--- src/rtl/cboot_pkg.sv ---
package cboot_pkg;

  localparam logic [31:0] OFF_GLB_RST   = 32'h000;
  localparam logic [31:0] OFF_CORE_BASE = 32'h040;
  localparam int unsigned CORE_STRIDE_LG = 6;
  localparam logic [31:0] OFF_SYS_RST   = 32'h140;
  localparam logic [31:0] OFF_GATE      = 32'h144;
  localparam logic [31:0] OFF_GEN       = 32'h184;
  localparam logic [31:0] OFF_STBY      = 32'h1A0;
  localparam logic [31:0] OFF_ENTRY     = 32'h1A4;
  localparam logic [31:0] OFF_DBG       = 32'h1E4;
  localparam logic [31:0] OFF_CNT_CTL   = 32'h280;
  localparam logic [31:0] OFF_CNT_LO    = 32'h284;
  localparam logic [31:0] OFF_CNT_HI    = 32'h288;

  localparam logic [5:0] SUB_RST  = 6'h00;
  localparam logic [5:0] SUB_CTL  = 6'h04;
  localparam logic [5:0] SUB_STAT = 6'h08;

  localparam logic [31:0] VAL_RELEASED = 32'h1;
  localparam logic [31:0] VAL_CORE_RST = 32'h3;
  localparam logic [31:0] VAL_CORE_ST  = 32'h1;
  localparam logic [31:0] VAL_GATE     = 32'h10F;
  localparam logic [31:0] RST_GEN      = 32'h20;
  localparam logic [31:0] RST_STBY     = 32'h0;
  localparam logic [31:0] RST_ENTRY    = 32'h0;

  typedef enum logic [3:0] {
    RG_OOB,
    RG_GLB_RST,
    RG_SYS_RST,
    RG_GATE,
    RG_CORE_RST,
    RG_CORE_CTL,
    RG_CORE_STAT,
    RG_GEN,
    RG_STBY,
    RG_ENTRY,
    RG_UNIMP
  } region_e;

endpackage

--- src/rtl/cboot_decode.sv ---
module cboot_decode
  import cboot_pkg::*;
#(
  parameter int unsigned ADDR_W    = 10,
  parameter int unsigned NUM_CORES = 4,
  localparam int unsigned CORE_W   = (NUM_CORES > 1) ? $clog2(NUM_CORES) : 1
) (
  input  logic [ADDR_W-1:0] addr_i,
  output region_e           region_o,
  output logic [CORE_W-1:0] core_o
);

  localparam logic [31:0] CORE_SPAN = 32'(NUM_CORES) << CORE_STRIDE_LG;

  logic [31:0] a32;
  logic [31:0] rel;
  logic        in_core;
  logic [5:0]  sub;

  assign a32     = 32'(addr_i);
  assign rel     = a32 - OFF_CORE_BASE;
  assign in_core = (a32 >= OFF_CORE_BASE) && (rel < CORE_SPAN);
  assign sub     = rel[5:0];
  assign core_o  = rel[CORE_W+CORE_STRIDE_LG-1:CORE_STRIDE_LG];

  always_comb begin
    region_o = RG_OOB;
    if (a32[1:0] == 2'b00) begin
      if (in_core) begin
        unique case (sub)
          SUB_RST:  region_o = RG_CORE_RST;
          SUB_CTL:  region_o = RG_CORE_CTL;
          SUB_STAT: region_o = RG_CORE_STAT;
          default:  region_o = RG_OOB;
        endcase
      end else begin
        unique case (a32)
          OFF_GLB_RST: region_o = RG_GLB_RST;
          OFF_SYS_RST: region_o = RG_SYS_RST;
          OFF_GATE:    region_o = RG_GATE;
          OFF_GEN:     region_o = RG_GEN;
          OFF_STBY:    region_o = RG_STBY;
          OFF_ENTRY:   region_o = RG_ENTRY;
          OFF_DBG,
          OFF_CNT_CTL,
          OFF_CNT_LO,
          OFF_CNT_HI:  region_o = RG_UNIMP;
          default:     region_o = RG_OOB;
        endcase
      end
    end
  end

endmodule

--- src/rtl/cboot_store.sv ---
module cboot_store
  import cboot_pkg::*;
#(
  parameter int unsigned DATA_W = 32
) (
  input  logic              clk_i,
  input  logic              rst_ni,
  input  logic              wr_i,
  input  region_e           region_i,
  input  logic [DATA_W-1:0] wdata_i,
  output logic [DATA_W-1:0] gen_o,
  output logic [DATA_W-1:0] stby_o,
  output logic [DATA_W-1:0] entry_o
);

  always_ff @(posedge clk_i or negedge rst_ni) begin
    if (!rst_ni) begin
      gen_o   <= DATA_W'(RST_GEN);
      stby_o  <= DATA_W'(RST_STBY);
      entry_o <= DATA_W'(RST_ENTRY);
    end else if (wr_i) begin
      if (region_i == RG_GEN)   gen_o   <= wdata_i;
      if (region_i == RG_STBY)  stby_o  <= wdata_i;
      if (region_i == RG_ENTRY) entry_o <= wdata_i;
    end
  end

endmodule

--- src/rtl/cboot_launch.sv ---
module cboot_launch #(
  parameter int unsigned DATA_W    = 32,
  parameter int unsigned NUM_CORES = 4,
  parameter int unsigned EL_W      = 2,
  parameter int unsigned START_EL  = 3,
  localparam int unsigned CORE_W   = (NUM_CORES > 1) ? $clog2(NUM_CORES) : 1
) (
  input  logic                 clk_i,
  input  logic                 rst_ni,
  input  logic                 fire_i,
  input  logic [CORE_W-1:0]    core_i,
  input  logic [DATA_W-1:0]    entry_i,
  output logic [NUM_CORES-1:0] start_o,
  output logic [CORE_W-1:0]    core_o,
  output logic [DATA_W-1:0]    addr_o,
  output logic [EL_W-1:0]      el_o
);

  for (genvar c = 0; c < NUM_CORES; c++) begin : g_core
    always_ff @(posedge clk_i or negedge rst_ni) begin
      if (!rst_ni) start_o[c] <= 1'b0;
      else         start_o[c] <= fire_i && (core_i == CORE_W'(c));
    end
  end

  always_ff @(posedge clk_i or negedge rst_ni) begin
    if (!rst_ni) begin
      core_o <= '0;
      addr_o <= '0;
      el_o   <= '0;
    end else if (fire_i) begin
      core_o <= core_i;
      addr_o <= entry_i;
      el_o   <= EL_W'(START_EL);
    end else begin
      core_o <= '0;
      addr_o <= '0;
      el_o   <= '0;
    end
  end

endmodule

--- src/rtl/cboot_ctrl.sv ---
module cboot_ctrl
  import cboot_pkg::*;
#(
  parameter int unsigned ADDR_W    = 10,
  parameter int unsigned DATA_W    = 32,
  parameter int unsigned NUM_CORES = 4,
  parameter int unsigned EL_W      = 2,
  parameter int unsigned START_EL  = 3,
  localparam int unsigned CORE_W   = (NUM_CORES > 1) ? $clog2(NUM_CORES) : 1
) (
  input  logic                 clk_i,
  input  logic                 rst_ni,
  input  logic                 req_i,
  input  logic                 we_i,
  input  logic [ADDR_W-1:0]    addr_i,
  input  logic [DATA_W-1:0]    wdata_i,
  output logic [DATA_W-1:0]    rdata_o,
  output logic                 err_o,
  output logic [NUM_CORES-1:0] start_o,
  output logic [CORE_W-1:0]    start_core_o,
  output logic [DATA_W-1:0]    start_addr_o,
  output logic [EL_W-1:0]      start_el_o
);

  region_e           region;
  logic [CORE_W-1:0] core;
  logic [DATA_W-1:0] gen_q, stby_q, entry_q;
  logic [DATA_W-1:0] rd_mux;
  logic              wr, rd, fire;

  assign wr   = req_i & we_i;
  assign rd   = req_i & ~we_i;
  assign fire = wr & (region == RG_CORE_RST) & (|wdata_i);

  cboot_decode #(
    .ADDR_W   (ADDR_W),
    .NUM_CORES(NUM_CORES)
  ) u_decode (
    .addr_i  (addr_i),
    .region_o(region),
    .core_o  (core)
  );

  cboot_store #(
    .DATA_W(DATA_W)
  ) u_store (
    .clk_i   (clk_i),
    .rst_ni  (rst_ni),
    .wr_i    (wr),
    .region_i(region),
    .wdata_i (wdata_i),
    .gen_o   (gen_q),
    .stby_o  (stby_q),
    .entry_o (entry_q)
  );

  cboot_launch #(
    .DATA_W   (DATA_W),
    .NUM_CORES(NUM_CORES),
    .EL_W     (EL_W),
    .START_EL (START_EL)
  ) u_launch (
    .clk_i  (clk_i),
    .rst_ni (rst_ni),
    .fire_i (fire),
    .core_i (core),
    .entry_i(entry_q),
    .start_o(start_o),
    .core_o (start_core_o),
    .addr_o (start_addr_o),
    .el_o   (start_el_o)
  );

  always_comb begin
    unique case (region)
      RG_GLB_RST,
      RG_SYS_RST:   rd_mux = DATA_W'(VAL_RELEASED);
      RG_GATE:      rd_mux = DATA_W'(VAL_GATE);
      RG_CORE_RST:  rd_mux = DATA_W'(VAL_CORE_RST);
      RG_CORE_STAT: rd_mux = DATA_W'(VAL_CORE_ST);
      RG_GEN:       rd_mux = gen_q;
      RG_STBY:      rd_mux = stby_q;
      RG_ENTRY:     rd_mux = entry_q;
      default:      rd_mux = '0;
    endcase
  end

  always_ff @(posedge clk_i or negedge rst_ni) begin
    if (!rst_ni) begin
      rdata_o <= '0;
      err_o   <= 1'b0;
    end else begin
      rdata_o <= rd ? rd_mux : '0;
      err_o   <= req_i && (region == RG_OOB);
    end
  end

endmodule

--- config.mk ---
export PLATFORM = sky130hd
export DESIGN_NAME = cboot_ctrl
export DESIGN_NICKNAME = d
export VERILOG_FILES = /design/src/rtl/cboot_pkg.sv /design/src/rtl/cboot_decode.sv /design/src/rtl/cboot_store.sv /design/src/rtl/cboot_launch.sv /design/src/rtl/cboot_ctrl.sv
export SDC_FILE = /design/constraint.sdc
export NUM_CORES = 1
export LEC_CHECK = 0
export BUFFER_PORTS_ARGS = -buffer_cell sky130_fd_sc_hd__buf_2
export CELL_PAD_IN_SITES_DETAIL_PLACEMENT = 1
export CELL_PAD_IN_SITES_GLOBAL_PLACEMENT = 2
export CORE_MARGIN = 3
export CORE_UTILIZATION = 40
export CTS_BUF_LIST = sky130_fd_sc_hd__clkbuf_8
export DETAILED_ROUTE_END_ITERATION = 12
export PLACE_DENSITY_LB_ADDON = 0.1
export SYNTH_ARGS = -nofsm -noshare
export SYNTH_HDL_FRONTEND = slang
export SYNTH_SLANG_ARGS = --single-unit
--- constraint.sdc ---
create_clock -name clk_i -period 1.1 [get_ports clk_i]
set_input_delay 0.22 -clock clk_i [delete_from_list [all_inputs] [get_ports clk_i]]
set_output_delay 0.22 -clock clk_i [all_outputs]
set_load 0.1 [all_outputs]
==> flow_summary.toml, run 1 <==
[place]
place_ws_ps = -1470
portBuffers = 118
place_hpwl_um = 13700
gp_congestion = 0.857
placed_cell_area_um2 = 9710

[detailed_routing]
first_pass_iters = 7
initialDrtViolationCount = 408
wire_per_inst_um = 28.1
wirelength_um = 28000
route.antenna.remaining_nets = 0
vias = 5605
route.detailed.drc = 0
via_per_inst = 5.63

[clock_network]
cts_root_buffer = "clkbuf_8"
clk_transition_reported_paths_ps = 90
cts.sinks = 168
cts_made_buffers = 17
clock_latency_ps = 460
htreeDepth = 4
cts_max_path_buffers = 2
cts_tree = "yes"

[sta]
tightest_slew_ps = 560
rsz0062_at_grt = "true"
finalHoldViolations = 0
maxSlewHeadroom_pct = 62.7
fin_skew_ps = 21.1
min_period_over_period_pct = 191
clock.fmax_mhz = 475
tns_ps = -160120
setup_viol = 241
min_period_ps = 2100
slew_violations = 0
fin_ws_ps = -1000

[critical_path]
worst_setup_path_end_kind = "flip-flop"
worst-setup-path-type = "primary input to flip-flop"
rrSetupSlack_ps = -100
worstPathCellList = "buf_12, inv_8, ha_4, and2_4, o211ai_1, a21oi_4, buf_6, o21ai_4, nand3_4, nor3_4, buf_12, buf_12, buf_12, buf_16, and2_4"
startpoint_type = "primary input"
arrival_ps = 2500
cp_max_fo = 6
cpMostUsedCell = "buf_12"
worst_r2r_endpoint = "rdata_o[7]"
reg2reg_depth = 2
reg2reg_from = "u_store.gen_o[7]"
worstPathRequired_ps = 1500
slowest_stage = "o211ai_1"
cpPeakStageDelay_ps = 310

[logic_synthesis]
syn_nets = 556
synth_cell_types = 48
syn-cell-area_um2 = 6910
postSynthCellCount = 505
synth_area_per_cell_um2 = 13.7
synth_top_cell_area_share_pct = 60.5
synth_seq_cells = 168
ys_seq_area_share_pct = 60.8
synthArstFlopShare_pct = 100
synthTopCellsByCount = "dfrtp_1, mux2_2, and2_1"
synth_edf_count = 0
yosysTopAreaCell = "dfrtp_1"
yosys_warnings = 0
yosys.cell_count.top_type = "dfrtp_1"
synthFlopType = "dfrtp_1"
synthTopCellsByArea = "dfrtp_1, mux2_2, mux2_4"

[die]
start_util_pct = 41.2
fp.dieH_um = 137
die_area_um2 = 18900
core_um2 = 16800
row_count = 47
fp.dieW_um = 137
ios = 119

[global_routing]
track_usage_pct = 26.6
grt_overflow = 0
grt_pass1_wl_um = 36900
antenna_found_initial = 0
first_global_vias = 6191
grt_max_degree = 43

[min_path]
min_from = "addr_i[6]"
min_path_cells = 3
hp-class = "primary input to flip-flop"
whs_endpoint = "u_launch.core_o[0]"

[pwr]
ir_drop_mv = 0.709
p_leak_nw = 5.23
p_total_mw = 12.0
power_density_nw_per_um2 = 1030

[status]
status = "complete, but fails checks"
violations = "setup timing"

[cells_and_area]
n_antenna_cell = 0
area_growth_pct = 69.3
design_area_um2 = 11700
final_layout_size_suffix_gt1_share_pct = 73.8
final_nets = 814

[run]
cap_violations = 0
-- critical path, delay by kind of cell --
family | cells | cell delay [ps]
compound gates | 3 | 630
fa+ha+maj | 1 | 150
buf+inv | 7 | 790
simple gates | 4 | 680
-- how the worst max path moves through the flow --
stage | endpoint | cells past startpoint | startpoint
4_1_cts | rdata_o[0] | 12 | addr_i[5]
3_3_place_gp | rdata_o[7] | 12 | addr_i[7]
2_1_floorplan | u_store.stby_o[10] | 11 | addr_i[7]
6_report | u_launch.addr_o[15] | 15 | addr_i[6]
3_5_place_dp | rdata_o[15] | 10 | addr_i[7]
5_1_grt | u_launch.addr_o[12] | 15 | addr_i[6]
-- layout make-up --
type / count / area (µm²)
Multi-Input combinational cell: 306 / 3110
Timing Repair Buffer: 267 / 3580
Clock buffer: 20 / 275
Fill cell: 1508 / 5060
Clock inverter: 11 / 133
Inverter: 3 / 31.3
Sequential cell: 168 / 4300
Tap cell: 220 / 275
-- placed cells by master (no fill, tap or decap), types with 9 or more instances in the layout --
cell type	netlist	layout
clkbuf_8	0	20
mux2_4	30	35
nand2_1	36	32
dfrtp_1	167	95
buf_6	2	22
dfrtp_2	0	71
buf_12	3	102
and2_4	0	31
buf_2	10	38
a22oi_1	21	17
buf_16	0	9
mux2_2	63	61
nor4_1	12	9
a21oi_2	2	22
buf_4	1	87
-- state kept, by name (all words and copies together), names as in the netlist --
name / count
u_store.stby_o: 32
err_o: 1
u_store.gen_o: 32
u_launch.el_o: 1
rdata_o: 32
u_launch.addr_o: 32
u_launch.core_o: 2
u_store.entry_o: 32
u_launch.start_o: 4
-- logic make-up after synthesis --
kind of cell | count (synthesis) | synth area share (%)
flops | 168 | 60.8
simple gates | 128 | 10.4
mux | 96 | 17.3
compound gates | 76 | 7.59
buf+inv | 31 | 2.84
fa+ha+maj | 5 | 0.905
xor+xnor | 1 | 0.127
-- what timing repair did --
action	in CTS	in global routing
endpoints found under the hold margin	167	0
hold buffers	1	0
gates cloned	13	6
resized for setup	136	58
pin swaps	37	20
setup buffers	31	15
endpoints found under the setup margin	241	241
-- power by group --
part           internal [mW]  switching, mW  total, mW
registers               6.22         0.0415       6.26
clock network           2.39           2.34       4.73
logic                  0.468          0.545       1.01
-- through the flow --
stage / hold slack, ps / std cells / utilization (%)
finish: 63.2 / 995 / 69.8
global route: 51.6 / 995 / 69.8
CTS: 19.4 / 978 / 67.4
detailed placement: 108 / 904 / 57.9
global placement: 109 / 904 / 57.9
floorplan: -75.6 / 505 / -
-- metal layers --
metal / global-route usage, % / wire, µm
met1: 31.6 / 10900
met2: 47.6 / 14700
met3: 5.00 / 1510
met4: 10.4 / 900
met5: 0 / 0
No activity file was read; power rests on OpenSTA's default activity.
==> inputs of run 2 (changes only) <==
==> constraint.sdc (replaced) <==
create_clock -name clk_i -period 2.35 [get_ports clk_i]
set_input_delay 0.235 -clock clk_i [delete_from_list [all_inputs] [get_ports clk_i]]
set_output_delay 0.235 -clock clk_i [all_outputs]
set_load 0.1 [all_outputs]
==> flow_summary.toml, run 2 (synthesis results as in run 1) <==
[sta]
setup_viol = 0
clock.fmax_mhz = 472
min_period_over_period_pct = 90.2
slew_violations = 0
finalHoldViolations = 0
tns_ps = 0
tightest_slew_ps = 510
rsz0062_at_grt = "false"
maxSlewHeadroom_pct = 66.0
min_period_ps = 2120
fin_skew_ps = 10.1

[die]
fp.dieW_um = 137
core_um2 = 16800
row_count = 47
start_util_pct = 41.2
ios = 119
fp.dieH_um = 137
die_area_um2 = 18900

[clock_network]
clock_latency_ps = 440
clk_transition_reported_paths_ps = 90
cts.sinks = 168
post_cts_resized = 0
cts_max_path_buffers = 2
postCtsSetupRepairBufs = 0
cts_made_buffers = 17
cts_tree = "yes"
htreeDepth = 4
cts_root_buffer = "clkbuf_8"

[cells_and_area]
design_area_um2 = 8620
final_common_cell = "dfrtp_1"
area_growth_pct = 24.7
most-common-layout-cells = "dfrtp_1, buf_2, mux2_2, buf_4, and2_1"
final_layout_size_suffix_gt1_share_pct = 46.0
n_antenna_cell = 0
final_nets = 725
fill_cells = 1789

[global_routing]
grt_overflow = 0
grt_pass1_wl_um = 28900
grt_max_degree = 63
antenna_found_initial = 0
first_global_vias = 5367
track_usage_pct = 20.0

[pwr]
power_density_nw_per_um2 = 611
p_leak_nw = 4.35
ir_drop_mv = 0.330

[detailed_routing]
route.detailed.drc = 0
route.antenna.remaining_nets = 0
vias = 4703
initialDrtViolationCount = 190
wirelength_um = 17800
wire_per_inst_um = 19.6
first_pass_iters = 6
via_per_inst = 5.19

[min_path]
whs_endpoint = "u_store.stby_o[5]"
min_from = "wdata_i[5]"
hp-class = "primary input to flip-flop"
min_path_cells = 2

[status]
status = "finished, final reports clean"

[critical_path]
rrSetupSlack_ps = 1400
startpoint_type = "primary input"
worst_setup_path_end_kind = "flip-flop"
worstPathRequired_ps = 2730
worst_r2r_endpoint = "rdata_o[14]"
reg2reg_depth = 2
arrival_ps = 2500
reg2reg_from = "u_store.gen_o[14]"
cp_max_fo = 21
worst-setup-path-type = "primary input to flip-flop"

[run]
cap_violations = 0

[place]
placed_cell_area_um2 = 8210
portBuffers = 118
gp_congestion = 0.852
place_hpwl_um = 12400
-- run 2: changes by cell type in the layout (fill, tap and decap cells not counted), moves of 6 or more --
cell | previous run | this run
a21oi_1 | 5 | 30
buf_16 | 9 | 0
and2_4 | 31 | 0
buf_6 | 22 | 1
buf_4 | 87 | 48
and2_1 | 7 | 38
buf_12 | 102 | 11
dfrtp_2 | 71 | 0
dfrtp_1 | 95 | 167
a21oi_2 | 22 | 2
buf_2 | 38 | 117
clkinvlp_4 | 0 | 6
-- run 2: repair_timing --
action | in CTS | in global routing
endpoints found under the hold margin | 53 | 0
hold buffers | 1 | 0
setup endpoints to repair | 0 | 0
-- run 2: report_power, final --
group	switching (mW)	total (mW)	internal (mW)
clock network	1.08	2.05	0.966
registers	0.0150	2.93	2.91
logic	0.175	0.293	0.118
-- run 2: metrics by stage --
stage	total power, mW	instances	worst slack [ps]	hold WS [ps]	util [%]
finish	5.27	907	231	53.1	51.4
detailed placement	3.28	874	-256	223	49.0
global route	5.51	907	52.5	40.5	51.4
global placement	3.27	874	-203	219	49.0
floorplan	3.07	505	33.6	-60.6	-
CTS	5.33	907	226	22.9	51.4
-- run 2: metal layers --
layer	track usage [%]	routed length, µm	up-vias
li1	-	-	2141
met1	25.9	7880	2445
met2	33.7	9060	95
met3	3.69	606	22
met4	6.76	245	0
met5	0	0	-
-- run 2: worst max-delay path by stage --
stage	startpoint	end	slack [ps]	cells past startpoint
floorplan	addr_i[6]	u_store.stby_o[10]	30	11
global placement	addr_i[6]	u_launch.addr_o[31]	-200	11
detailed placement	addr_i[7]	u_launch.addr_o[31]	-260	12
CTS	addr_i[7]	u_launch.addr_o[31]	230	12
global route	addr_i[7]	rdata_o[25]	50	12
finish	addr_i[6]	u_launch.addr_o[31]	230	11
-- run 2: layout make-up --
class / instances / area, µm² / share of cell area (%)
tap: 220 / 275 / 3.19
clock buffer: 21 / 289 / 3.35
timing repair buffer: 178 / 1190 / 13.8
inverter: 3 / 11.3 / 0.131
sequential: 168 / 4210 / 48.8
clock inverter: 11 / 113 / 1.31
multi-input combinational: 306 / 2540 / 29.4
-- run 2: critical path, stage by stage --
cell and delay [ps]:
buf_2 90, inv_1 70, ha_1 260, o41ai_4 490
a21oi_1 160, buf_4 170, o21ai_1 140, nand3_1 180
nor3_4 230, buf_4 280, and2_1 180
==> inputs of run 3 (changes only) <==
PLACE_DENSITY = 0.87   (was not set)
PLACE_DENSITY_LB_ADDON = not set   (was 0.1)
SLEW_MARGIN = 5   (was not set)
==> flow_summary.toml, run 3 (synthesis results as in run 1) <==
[critical_path]
slowest_stage = "buf_4"
arrival_ps = 2520
cp_top_family = "compound AO/OA/AOI/OAI gates"
worst_setup_path_end_kind = "flip-flop"
cp_num_buf_inv = 5
rrSetupSlack_ps = 1390
startpoint_type = "primary input"
worst-setup-path-type = "primary input to flip-flop"
cp_max_fo = 19
worstPathRequired_ps = 2660
cpMostUsedCell = "buf_4"
cpPeakStageDelay_ps = 330
worstPathCellList = "buf_2, inv_1, buf_4, ha_1, nor2b_1, a31oi_1, o21ai_1, buf_4, o21ai_1, o21ai_0, o211ai_1, buf_4, a21oi_1"

[clock_network]
cts_tree = "yes"
cts_max_path_buffers = 2
clock_latency_ps = 440
clk_transition_reported_paths_ps = 80
cts.sinks = 168
post_cts_resized = 0
cts_root_buffer = "clkbuf_8"
ctsHoldBuffers = 1
postCtsSetupRepairBufs = 0
htreeDepth = 4
cts_made_buffers = 17

[cells_and_area]
final_common_cell = "dfrtp_1"
post-route-util_pct = 50.5
final_layout_size_suffix_gt1_share_pct = 43.9
area_growth_pct = 22.4
most-common-layout-cells = "dfrtp_1, buf_2, mux2_2, and2_1, nand2_1"
fill_cells = 1757
n_antenna_cell = 0
design_area_um2 = 8460
final_nets = 707

[sta]
clock.fmax_mhz = 453
rsz0062_at_grt = "false"
setup_viol = 0
min_period_ps = 2210
fin_skew_ps = 9.12
slew_violations = 0
tightest_slew_ps = 502
min_period_over_period_pct = 94.0
maxSlewHeadroom_pct = 66.8
finalHoldViolations = 0

[global_routing]
grt_overflow = 0
grt_pass1_wl_um = 28000
track_usage_pct = 19.6
first_global_vias = 5153
antenna_found_initial = 1
grt_max_degree = 52

[pwr]
power_density_nw_per_um2 = 647
ir_drop_mv = 0.364
p_leak_nw = 4.28

[die]
row_count = 47
die_area_um2 = 18900
core_um2 = 16800
fp.dieW_um = 137
ios = 119
start_util_pct = 41.2
fp.dieH_um = 137

[detailed_routing]
vias = 4648
wire_per_inst_um = 20.0
route.detailed.drc = 0
route.antenna.remaining_nets = 0
first_pass_iters = 5
initialDrtViolationCount = 239
via_per_inst = 5.24
wirelength_um = 17800

[place]
placed_cell_area_um2 = 8010
gp_congestion = 0.851
place_hpwl_um = 12400
portBuffers = 118

[status]
status = "finished, final reports clean"

[run]
cap_violations = 0

[min_path]
hp-class = "primary input to flip-flop"
[run 3: final timing paths]
kind / from / end / cells after the start
max in group asynchronous: rst_ni / u_store.gen_o[5] / 3
setup / recovery: addr_i[7] / rdata_o[25] / 13
setup reg to reg: u_store.stby_o[22] / rdata_o[22] / 2
hold / removal: wdata_i[31] / u_store.entry_o[31] / 2
hold reg to reg: u_store.gen_o[9] / u_store.gen_o[9] / 1
min in group asynchronous: rst_ni / u_store.stby_o[27] / 2
[run 3: metrics by stage]
step                setup WS (ps)  hold slack [ps]  TNS, ps  instances  power (mW)
finish                        140             60.1        0        887        5.48
global route                 7.87             26.4        0        887        5.73
CTS                           167             28.4        0        887        5.54
detailed placement           -320              197   -23880        856        3.27
global placement             -174              197    -8350        856        3.25
floorplan                    33.6            -60.6        0        505        3.07
[run 3: area by class of cell]
type	count	area [µm²]	share of cell area (%)
clock inverter	11	180	2.13
timing repair buffer	160	990	11.7
multi-input combinational	306	2540	30.0
sequential	168	4210	49.7
tap	220	275	3.25
clock buffer	19	262	3.09
inverter	3	11.3	0.133
[run 3: where the power goes]
| part | leakage [nW] | total [mW] | switching (mW) | internal (mW) |
|---|---|---|---|---|
| Clock | 0.230 | 2.27 | 0.973 | 1.30 |
| Combinational | 1.71 | 0.281 | 0.176 | 0.105 |
| Sequential | 2.34 | 2.93 | 0.0154 | 2.91 |
[run 3: routing by layer]
metal	global-route usage (%)	vias to the layer above	share of wire, %
met4	4.88	2	0.82
met3	4.97	10	6.2
li1	-	2100	-
met2	33.3	150	51
met5	0	-	0.051
met1	25.0	2386	42
